### src/rtl/opstack_pkg.sv
package opstack_pkg;

    typedef enum logic [2:0] {
        OP_NONE  = 3'd0,
        OP_READ  = 3'd1,
        OP_PUSH  = 3'd2,
        OP_POP   = 3'd3,
        OP_WRITE = 3'd4,
        OP_MERGE = 3'd5
    } stk_op_e;

    typedef enum logic [1:0] {
        ADJ_HOLD = 2'd0,
        ADJ_INC  = 2'd1,
        ADJ_DEC  = 2'd2
    } depth_adj_e;

    // Decision for one cycle, produced by the guard.
    typedef struct packed {
        logic       wr_en;
        logic       ovf;
        logic       unf;
        depth_adj_e adj;
    } stk_ctl_t;

    function automatic stk_op_e decode_op(input logic [2:0] code);
        case (code)
            3'd1:    return OP_READ;
            3'd2:    return OP_PUSH;
            3'd3:    return OP_POP;
            3'd4:    return OP_WRITE;
            3'd5:    return OP_MERGE;
            default: return OP_NONE;
        endcase
    endfunction

endpackage

### src/rtl/opstack_guard.sv
module opstack_guard
    import opstack_pkg::*;
#(
    parameter int DEPTH = 16,
    localparam int CNT_W = $clog2(DEPTH + 1),
    localparam int IDX_W = $clog2(DEPTH)
) (
    input  stk_op_e           op,
    input  logic [IDX_W-1:0]  ofs,
    input  logic [CNT_W-1:0]  depth,
    output stk_ctl_t          ctl,
    output logic [IDX_W-1:0]  wr_idx
);
    logic [CNT_W-1:0] ofs_ext;
    logic             ofs_ok;
    logic [CNT_W-1:0] below_top;

    assign ofs_ext   = CNT_W'(ofs);
    assign ofs_ok    = ofs_ext < depth;
    assign below_top = depth - CNT_W'(1) - ofs_ext;

    always_comb begin
        ctl    = '{wr_en: 1'b0, ovf: 1'b0, unf: 1'b0, adj: ADJ_HOLD};
        wr_idx = '0;
        case (op)
            OP_READ: begin
                ctl.unf = !ofs_ok;
            end
            OP_PUSH: begin
                if (depth == CNT_W'(DEPTH)) begin
                    ctl.ovf = 1'b1;
                end else begin
                    ctl.wr_en = 1'b1;
                    ctl.adj   = ADJ_INC;
                    wr_idx    = IDX_W'(depth);
                end
            end
            OP_POP: begin
                if (depth == '0) ctl.unf = 1'b1;
                else             ctl.adj = ADJ_DEC;
            end
            OP_WRITE: begin
                if (!ofs_ok) begin
                    ctl.unf = 1'b1;
                end else begin
                    ctl.wr_en = 1'b1;
                    wr_idx    = IDX_W'(below_top);
                end
            end
            OP_MERGE: begin
                if (depth < CNT_W'(2)) begin
                    ctl.unf = 1'b1;
                end else begin
                    ctl.wr_en = 1'b1;
                    ctl.adj   = ADJ_DEC;
                    wr_idx    = IDX_W'(depth - CNT_W'(2));
                end
            end
            default: ;
        endcase
    end
endmodule

### src/rtl/opstack_storage.sv
module opstack_storage #(
    parameter int DEPTH  = 16,
    parameter int DATA_W = 32,
    localparam int IDX_W = $clog2(DEPTH)
) (
    input  logic              clk,
    input  logic              wr_en,
    input  logic [IDX_W-1:0]  wr_idx,
    input  logic [DATA_W-1:0] wr_data,
    input  logic [IDX_W-1:0]  rd_idx,
    output logic [DATA_W-1:0] rd_data
);
    logic [DATA_W-1:0] slot [DEPTH];

    for (genvar i = 0; i < DEPTH; i++) begin : g_slot
        always_ff @(posedge clk) begin
            if (wr_en && wr_idx == IDX_W'(i)) slot[i] <= wr_data;
        end
    end

    always_comb begin
        rd_data = '0;
        for (int i = 0; i < DEPTH; i++) begin
            if (rd_idx == IDX_W'(i)) rd_data = slot[i];
        end
    end
endmodule

### src/rtl/opstack_regfile.sv
module opstack_regfile
    import opstack_pkg::*;
#(
    parameter int DEPTH  = 16,
    parameter int DATA_W = 32,
    localparam int CNT_W = $clog2(DEPTH + 1),
    localparam int IDX_W = $clog2(DEPTH)
) (
    input  logic              clk,
    input  logic              rst,
    input  logic [2:0]        op_i,
    input  logic [IDX_W-1:0]  ofs_i,
    input  logic [DATA_W-1:0] push_data,
    output logic [DATA_W-1:0] rd_data_o,
    output logic [CNT_W-1:0]  depth_o,
    output logic              ovf_o,
    output logic              unf_o
);
    stk_op_e           op;
    stk_ctl_t          ctl;
    logic [IDX_W-1:0]  wr_idx;
    logic [CNT_W-1:0]  depth_q;
    logic [CNT_W-1:0]  ofs_ext;
    logic [IDX_W-1:0]  rd_idx;
    logic [DATA_W-1:0] slot_data;

    assign op      = decode_op(op_i);
    assign ofs_ext = CNT_W'(ofs_i);
    assign rd_idx  = IDX_W'(depth_q - CNT_W'(1) - ofs_ext);

    opstack_guard #(.DEPTH(DEPTH)) u_guard (
        .op     (op),
        .ofs    (ofs_i),
        .depth  (depth_q),
        .ctl    (ctl),
        .wr_idx (wr_idx)
    );

    opstack_storage #(.DEPTH(DEPTH), .DATA_W(DATA_W)) u_store (
        .clk     (clk),
        .wr_en   (ctl.wr_en),
        .wr_idx  (wr_idx),
        .wr_data (push_data),
        .rd_idx  (rd_idx),
        .rd_data (slot_data)
    );

    always_ff @(posedge clk) begin
        if (rst) begin
            depth_q <= '0;
            ovf_o   <= 1'b0;
            unf_o   <= 1'b0;
        end else begin
            ovf_o <= ctl.ovf;
            unf_o <= ctl.unf;
            case (ctl.adj)
                ADJ_INC: depth_q <= depth_q + CNT_W'(1);
                ADJ_DEC: depth_q <= depth_q - CNT_W'(1);
                default: ;
            endcase
        end
    end

    assign depth_o   = depth_q;
    assign rd_data_o = (ofs_ext < depth_q) ? slot_data : '0;

    assert_depth_bound_R2: assert property (@(posedge clk) disable iff (rst)
        depth_o <= CNT_W'(DEPTH));

    assert_no_overflow_R4: assert property (@(posedge clk) disable iff (rst)
        (op_i == 3'd2 && depth_o == CNT_W'(DEPTH)) |=> (ovf_o && $stable(depth_o)));

    assert_pop_empty_R5: assert property (@(posedge clk) disable iff (rst)
        (op_i == 3'd3 && depth_o == '0) |=> (unf_o && $stable(depth_o)));

    assert_push_grows_R1: assert property (@(posedge clk) disable iff (rst)
        (op_i == 3'd2 && depth_o < CNT_W'(DEPTH)) |=>
            (depth_o == $past(depth_o) + CNT_W'(1) && !ovf_o));

    assert_merge_shrinks_R7: assert property (@(posedge clk) disable iff (rst)
        (op_i == 3'd5 && depth_o >= CNT_W'(2)) |=>
            (depth_o == $past(depth_o) - CNT_W'(1) && !unf_o));

    assert_merge_short_R8: assert property (@(posedge clk) disable iff (rst)
        (op_i == 3'd5 && depth_o < CNT_W'(2)) |=> (unf_o && $stable(depth_o)));

    assert_flags_clear_R9: assert property (@(posedge clk) disable iff (rst)
        (op_i == 3'd0) |=> (!ovf_o && !unf_o && $stable(depth_o)));
endmodule

### config.mk
export PLATFORM = sky130hd
export DESIGN_NAME = opstack_regfile
export DESIGN_NICKNAME = d
export VERILOG_FILES = /design/src/rtl/opstack_pkg.sv /design/src/rtl/opstack_guard.sv /design/src/rtl/opstack_storage.sv /design/src/rtl/opstack_regfile.sv
export SDC_FILE = /design/constraint.sdc
export NUM_CORES = 1
export LEC_CHECK = 0
export BUFFER_PORTS_ARGS = -buffer_cell sky130_fd_sc_hd__buf_4
export CAP_MARGIN = 20
export CELL_PAD_IN_SITES_DETAIL_PLACEMENT = 0
export CELL_PAD_IN_SITES_GLOBAL_PLACEMENT = 1
export CORE_MARGIN = 2
export CORE_UTILIZATION = 52
export CTS_CLUSTER_DIAMETER = 60
export CTS_CLUSTER_SIZE = 25
export DETAILED_ROUTE_END_ITERATION = 8
export PLACE_DENSITY = 0.84
export SYNTH_ARGS = -nofsm -noshare
export SYNTH_HDL_FRONTEND = slang
export SYNTH_SLANG_ARGS = --single-unit
export TNS_END_PERCENT = 1
### constraint.sdc
create_clock -name clk -period 5.8 [get_ports clk]
set_clock_uncertainty 0.1 [all_clocks]
set_input_delay 0.58 -clock clk [delete_from_list [all_inputs] [get_ports clk]]
set_output_delay 0.58 -clock clk [all_outputs]
set_load 0.05 [all_outputs]
# After elaboration in Yosys (flattened, before gate mapping)
# Memories as Yosys holds them, arrays and structs flattened.
# Index checks and enable logic that the tools add are counted.
[op_classes] div=0 add_sub_neg=4 multipliers=0 reduce_logical=37 shifts=0 muxes=113 bitwise=1 n_eq_ne=43 magnitude_cmp=2
[op_table] op="32-bit two-way mux" n=32
[op_table] op="32-bit OR reduction" n=15
[op_table] op="4-bit two-way mux" n=18
[op_table] op="4-bit equality test, second input constant" n=16
[op_table] op="1-bit two-way mux" n=55
[op_table] op="4-bit by 3-bit equality test with 1-bit output, second input constant" n=8
[op_table] op="4-bit by 2-bit equality test with 1-bit output, second input constant" n=4
[op_table] op="1-bit logical AND" n=16
[op_table] op="3-bit case mux with 5 select lines" n=1
[op_table] op="3-bit by 2-bit equality test with 1-bit output, second input constant" n=4
[op_table] op="3-bit equality test, second input constant" n=4
[op_table] op="4-bit case mux with 3 select lines" n=1
[op_table] op="5-bit case mux with 2 select lines" n=1
[op_table] op="4-bit by 1-bit equality test with 1-bit output, second input constant" n=2
[op_table] op="4-bit zero test" n=2
[op_table] op="3-bit by 1-bit equality test with 1-bit output, second input constant" n=2
[op_table] op="2-bit case mux with 3 select lines" n=1
[op_table] op="5-bit by 1-bit adder with 5-bit output, second input constant" n=1
[op_table] op="5-bit equality test, second input constant" n=1
[op_table] op="5-bit zero test" n=1
[op_table] op="4-bit by 5-bit < comparator with 1-bit output" n=1
[op_table] op="5-bit by 2-bit < comparator with 1-bit output, second input constant" n=1
[op_table] op="5-bit by 1-bit subtractor with 5-bit output, second input constant" n=1
[op_table] op="2-bit two-way mux" n=2
[op_table] op="10 further kinds" n=10
[totals] register_bits=7 inputBits=41 romBits=0 latchBits=0 out_inout_bits=39 ram_bits=512 mem_count=1
[mem_list] name="u_store.slot" words=16 width=32 read_ports=16 rd_clocked_by_memory_dff=0 write_ports=1 line="opstack_storage.sv:13" text="logic [DATA_W-1:0] slot [DEPTH];"

# Longest topological paths before layout
[depth] word_depth=24 depth_mapped=14 depth_no_buf=10

# By module
# A second synthesis with hierarchy kept.
[hier_totals] cells_unflattened=1402 area_unflattened_um2=22084.9
[modules_own_cells] mod="opstack_storage" area_per_inst_um2=20820.0 instances=1 seq_area_each_um2=15374.7 cells_each=1240
[modules_own_cells] mod="opstack_regfile" area_per_inst_um2=850.8 instances=1 seq_area_each_um2=140.1 cells_each=107
[modules_own_cells] mod="opstack_guard" area_per_inst_um2=414.1 instances=1 seq_area_each_um2=0.0 cells_each=55

# Least setup slack after synthesis
# No wires, ideal clock.
[synth_path] path_kind="reg2out" from="register depth_q[0], in the netlist depth_o[0]" to="output port rd_data_o[13]" path_stages_with_launch=12 t_arrival_ns=4.587 n_path_buf=4 path_slack_ns=0.533 cell_sequence="dfxtp_1 inv_1 ha_1 inv_1 fa_1 buf_2 buf_1 buf_1 clkbuf_1 o221ai_1 o22a_1 nor4_1"
[synth_via] elab_chain_cells=20 elab_cells_between_ends=36
[synth_rtl] item="start, declared" line="opstack_regfile.sv:22" text="logic [CNT_W-1:0] depth_q;"
[synth_rtl] item="start signal, assigned" line="opstack_regfile.sv:57" text="ADJ_INC: depth_q <= depth_q + CNT_W'(1);"
[synth_rtl] item="start signal, assigned" line="opstack_regfile.sv:58" text="ADJ_DEC: depth_q <= depth_q - CNT_W'(1);"
[synth_rtl] item="5-bit by 1-bit subtractor with 5-bit output" line="opstack_regfile.sv:29" text="assign rd_idx = IDX_W'(depth_q - CNT_W'(1) - ofs_ext);"
[synth_rtl] item="4-bit subtractor" line="opstack_regfile.sv:29"
[synth_rtl] item="4-bit zero test" line="opstack_storage.sv:24" text="if (rd_idx == IDX_W'(i)) rd_data = slot[i];"
[synth_rtl] item="32-bit two-way mux (16 in series)" line="opstack_storage.sv:24"
[synth_rtl] item="32-bit two-way mux *" line="opstack_regfile.sv:65" text="assign rd_data_o = (ofs_ext < depth_q) ? slot_data : '0;"
[synth_rtl] item="end, declared" line="opstack_regfile.sv:14" text="output logic [DATA_W-1:0] rd_data_o,"
# Every way passes the cells marked *; elsewhere a longest branch is shown, timed or not.

# Worst setup path in the final report
[layout_path] from="register depth_q[0], in the netlist depth_o[0]" to="output port rd_data_o[28]"
# The elaborated chain is that of the path after synthesis.

==> results.tsv <==
metric	value	unit
Nets	1543	
CP Max Fanout	25	
most common cell in the netlist	edfxtp_1	
Syn Inst Count	1404	
final setup violation count	0	
P per Cell Area	373	mW/mm²
Num CTS Buffers	34	
GRT Resource Usage Total	26.2	%
Setup Buffers After CTS	0	
share of the synthesized area in the top cell type	72.3	%
fmax	178	MHz
Area contributors post-synth	edfxtp_1, mux4_2, a21oi_1	
worst skew pair latency	0.57	ns
starting DRC count in detailed routing	1644	
final hold vios	0	
RSZ-0062 raised after global routing	no	
CP required	5.12	ns
Hold Path Class	in -> reg	
vias per cell	6.45	
TritonRoute pass-1 iters	6	
crit-path cells	inv_1, ha_1, inv_1, fa_4, buf_4, buf_4, a21oi_1, or3_1, o221ai_1, o221ai_1, a221oi_1, buf_4	
Post-synth top flop	edfxtp_1	
LEAKAGE	7.66	nW
peak supply drop	0.000335	V
crit path DAT	4.94	ns
clk slew on worst S/H paths	0.08	ns
Antenna Nets Post-Route	0	
Yosys cell types	61	
post-layout min period	5.62	ns
Post-synth EDFFs	512	
FILL cells	3057	
cts hold-fix bufs	0	
first-pass GRT wire length	80.8	mm
CTS root buffer	clkbuf_16	
Cell Area, Placed	0.0229	mm²
layout cell share with drive strength beyond 1	18.6	%
Crit path largest cell delay	0.91	ns
Core Area	0.0406	mm²
CTS H-tree depth	2	
gr ovfl total	0	
dpl ws	0.893	ns
Mapped Area	0.0213	mm²
Synth top cells by count	edfxtp_1, a21oi_1, nand2_1	
critical path's slowest cell	fa_4	
fin. max-slew vios	0	
Worst setup SP type	flip-flop	
post-synthesis sequential area ratio	72.9	%
initial antenna violation count	2	
I/O pins	80	
Reg area	0.0155	mm²
DP HPWL	31.9	mm
Vias	13200	
Clock Tree Buf Depth	3	
Placed Cells	1981	
Seq cells post-synth	519	
critical path capture point type	primary output	
final worst slack	0.184	ns
largest net degree at the start of global routing	81	
final core occ	59.1	%
Final Cell Area	0.0240	mm²
critical path class	reg -> out	
Worst Max-Slew Pin Slew	0.912	ns
maxcap violations	0	
setup TNS	0	ns
syn_area_per_cell	15.2	µm²
Slew headroom	39.1	%
Die X	206	µm
Remaining DRCs	0	
Post-synth ARST share	0	%
area leader, netlist	edfxtp_1	
Die ar.	0.0425	mm²
Routed WL	54.4	mm
initial cell density of the core	52.3	%
cell repeated most along the worst path	buf_4	
outcome	finished, final reports clean	
TritonCTS clock tree	built	
GPL Wtd Cong	0.832	
vias in the first global route	12800	
Die H	206	µm
Yosys warnings	0	
routed len/inst	26.6	µm
synth-to-layout area growth	13.0	%
post-synthesis net count	1462	
Port Buffers	79	
final worst-path cycle share	96.8	%
PostCTS Resize Cnt	0	
Non-Filler Instances	2042	
# rows	74	
Multi-input gate area	0.00552	mm²
Sink Count	519	
routing by layer:
metal | global-route usage (%) | part of all wire, % | up-vias
li1 | - | - | 5751
met1 | 37.0 | 41 | 6638
met2 | 41.3 | 47 | 674
met3 | 3.99 | 8.4 | 112
met4 | 10.3 | 3.3 | 4
met5 | 0.714 | 0.097 | -
sequential cells by signal, summed over array words and instances (netlist names):
name,cells
depth_o,5
ovf_o,1
u_store.slot,512
unf_o,1
path summary, 6_finish.rpt:
check | from | endpoint | slack (ns) | cells after the start
worst max-delay path | depth_o[0] | rd_data_o[28] | 0.18 | 12
worst min-delay path | rst | depth_o[4] | 0.13 | 2
worst max register to register | depth_o[0] | u_store.slot[0][134] | 1.07 | 11
worst min register to register | depth_o[3] | depth_o[3] | 0.54 | 2
cell type report:
| type | count | share of cell area, % |
|---|---|---|
| Clock inverter | 23 | 1.09 |
| Timing Repair Buffer | 139 | 4.71 |
| Inverter | 15 | 0.234 |
| Antenna cell | 2 | 0.0208 |
| Tap cell | 532 | 2.77 |
| Clock buffer | 36 | 3.66 |
| Sequential cell | 519 | 64.6 |
| Multi-Input combinational cell | 776 | 23.0 |
cell families after synthesis:
| logic type | count (synthesis) | synth area share, % |
|---|---|---|
| muxes | 69 | 5.31 |
| buffers and inverters | 109 | 2.10 |
| DFF | 519 | 72.9 |
| xor gates and xnor gates | 11 | 0.488 |
| adders and majority gates | 18 | 1.09 |
| AOI/OAI and AO/OA | 389 | 11.9 |
| and+or+nand+nor | 289 | 6.16 |
worst max-delay path, delay by kind of cell (launching register included):
family	cells	cell delay (ns)
flops	1	0.52
fa+ha+maj	2	1.26
compound gates	4	0.98
simple gates	1	0.35
buf+inv	5	1.22
power breakdown:
group	total (W)	leakage (nW)	switching, W	internal, W
sequential	0.00413	4.66	0.00000513	0.00412
combinational	0.00226	2.44	0.00153	0.000734
clock	0.00257	0.558	0.00135	0.00122
placed cells by master (no fill, tap or decap), drive strengths merged, types with 25 or more instances in the layout:
cell	n
a21oi	120
clkbuf	36
o21ai	62
inv	27
nand2	113
o221ai	25
mux4	33
nor2	66
a31oi	31
nor3	31
buf	139
edfxtp	512
nand3	36
stage by stage:
stage	hold slack, ns	total power (W)
floorplan	0.549	0.00569
global placement	0.522	0.00643
global route	0.131	0.00927
CTS	0.110	0.00898
finish	0.128	0.00896
detailed placement	0.535	0.00645
Note: power is estimated with default switching activity, not from simulation.
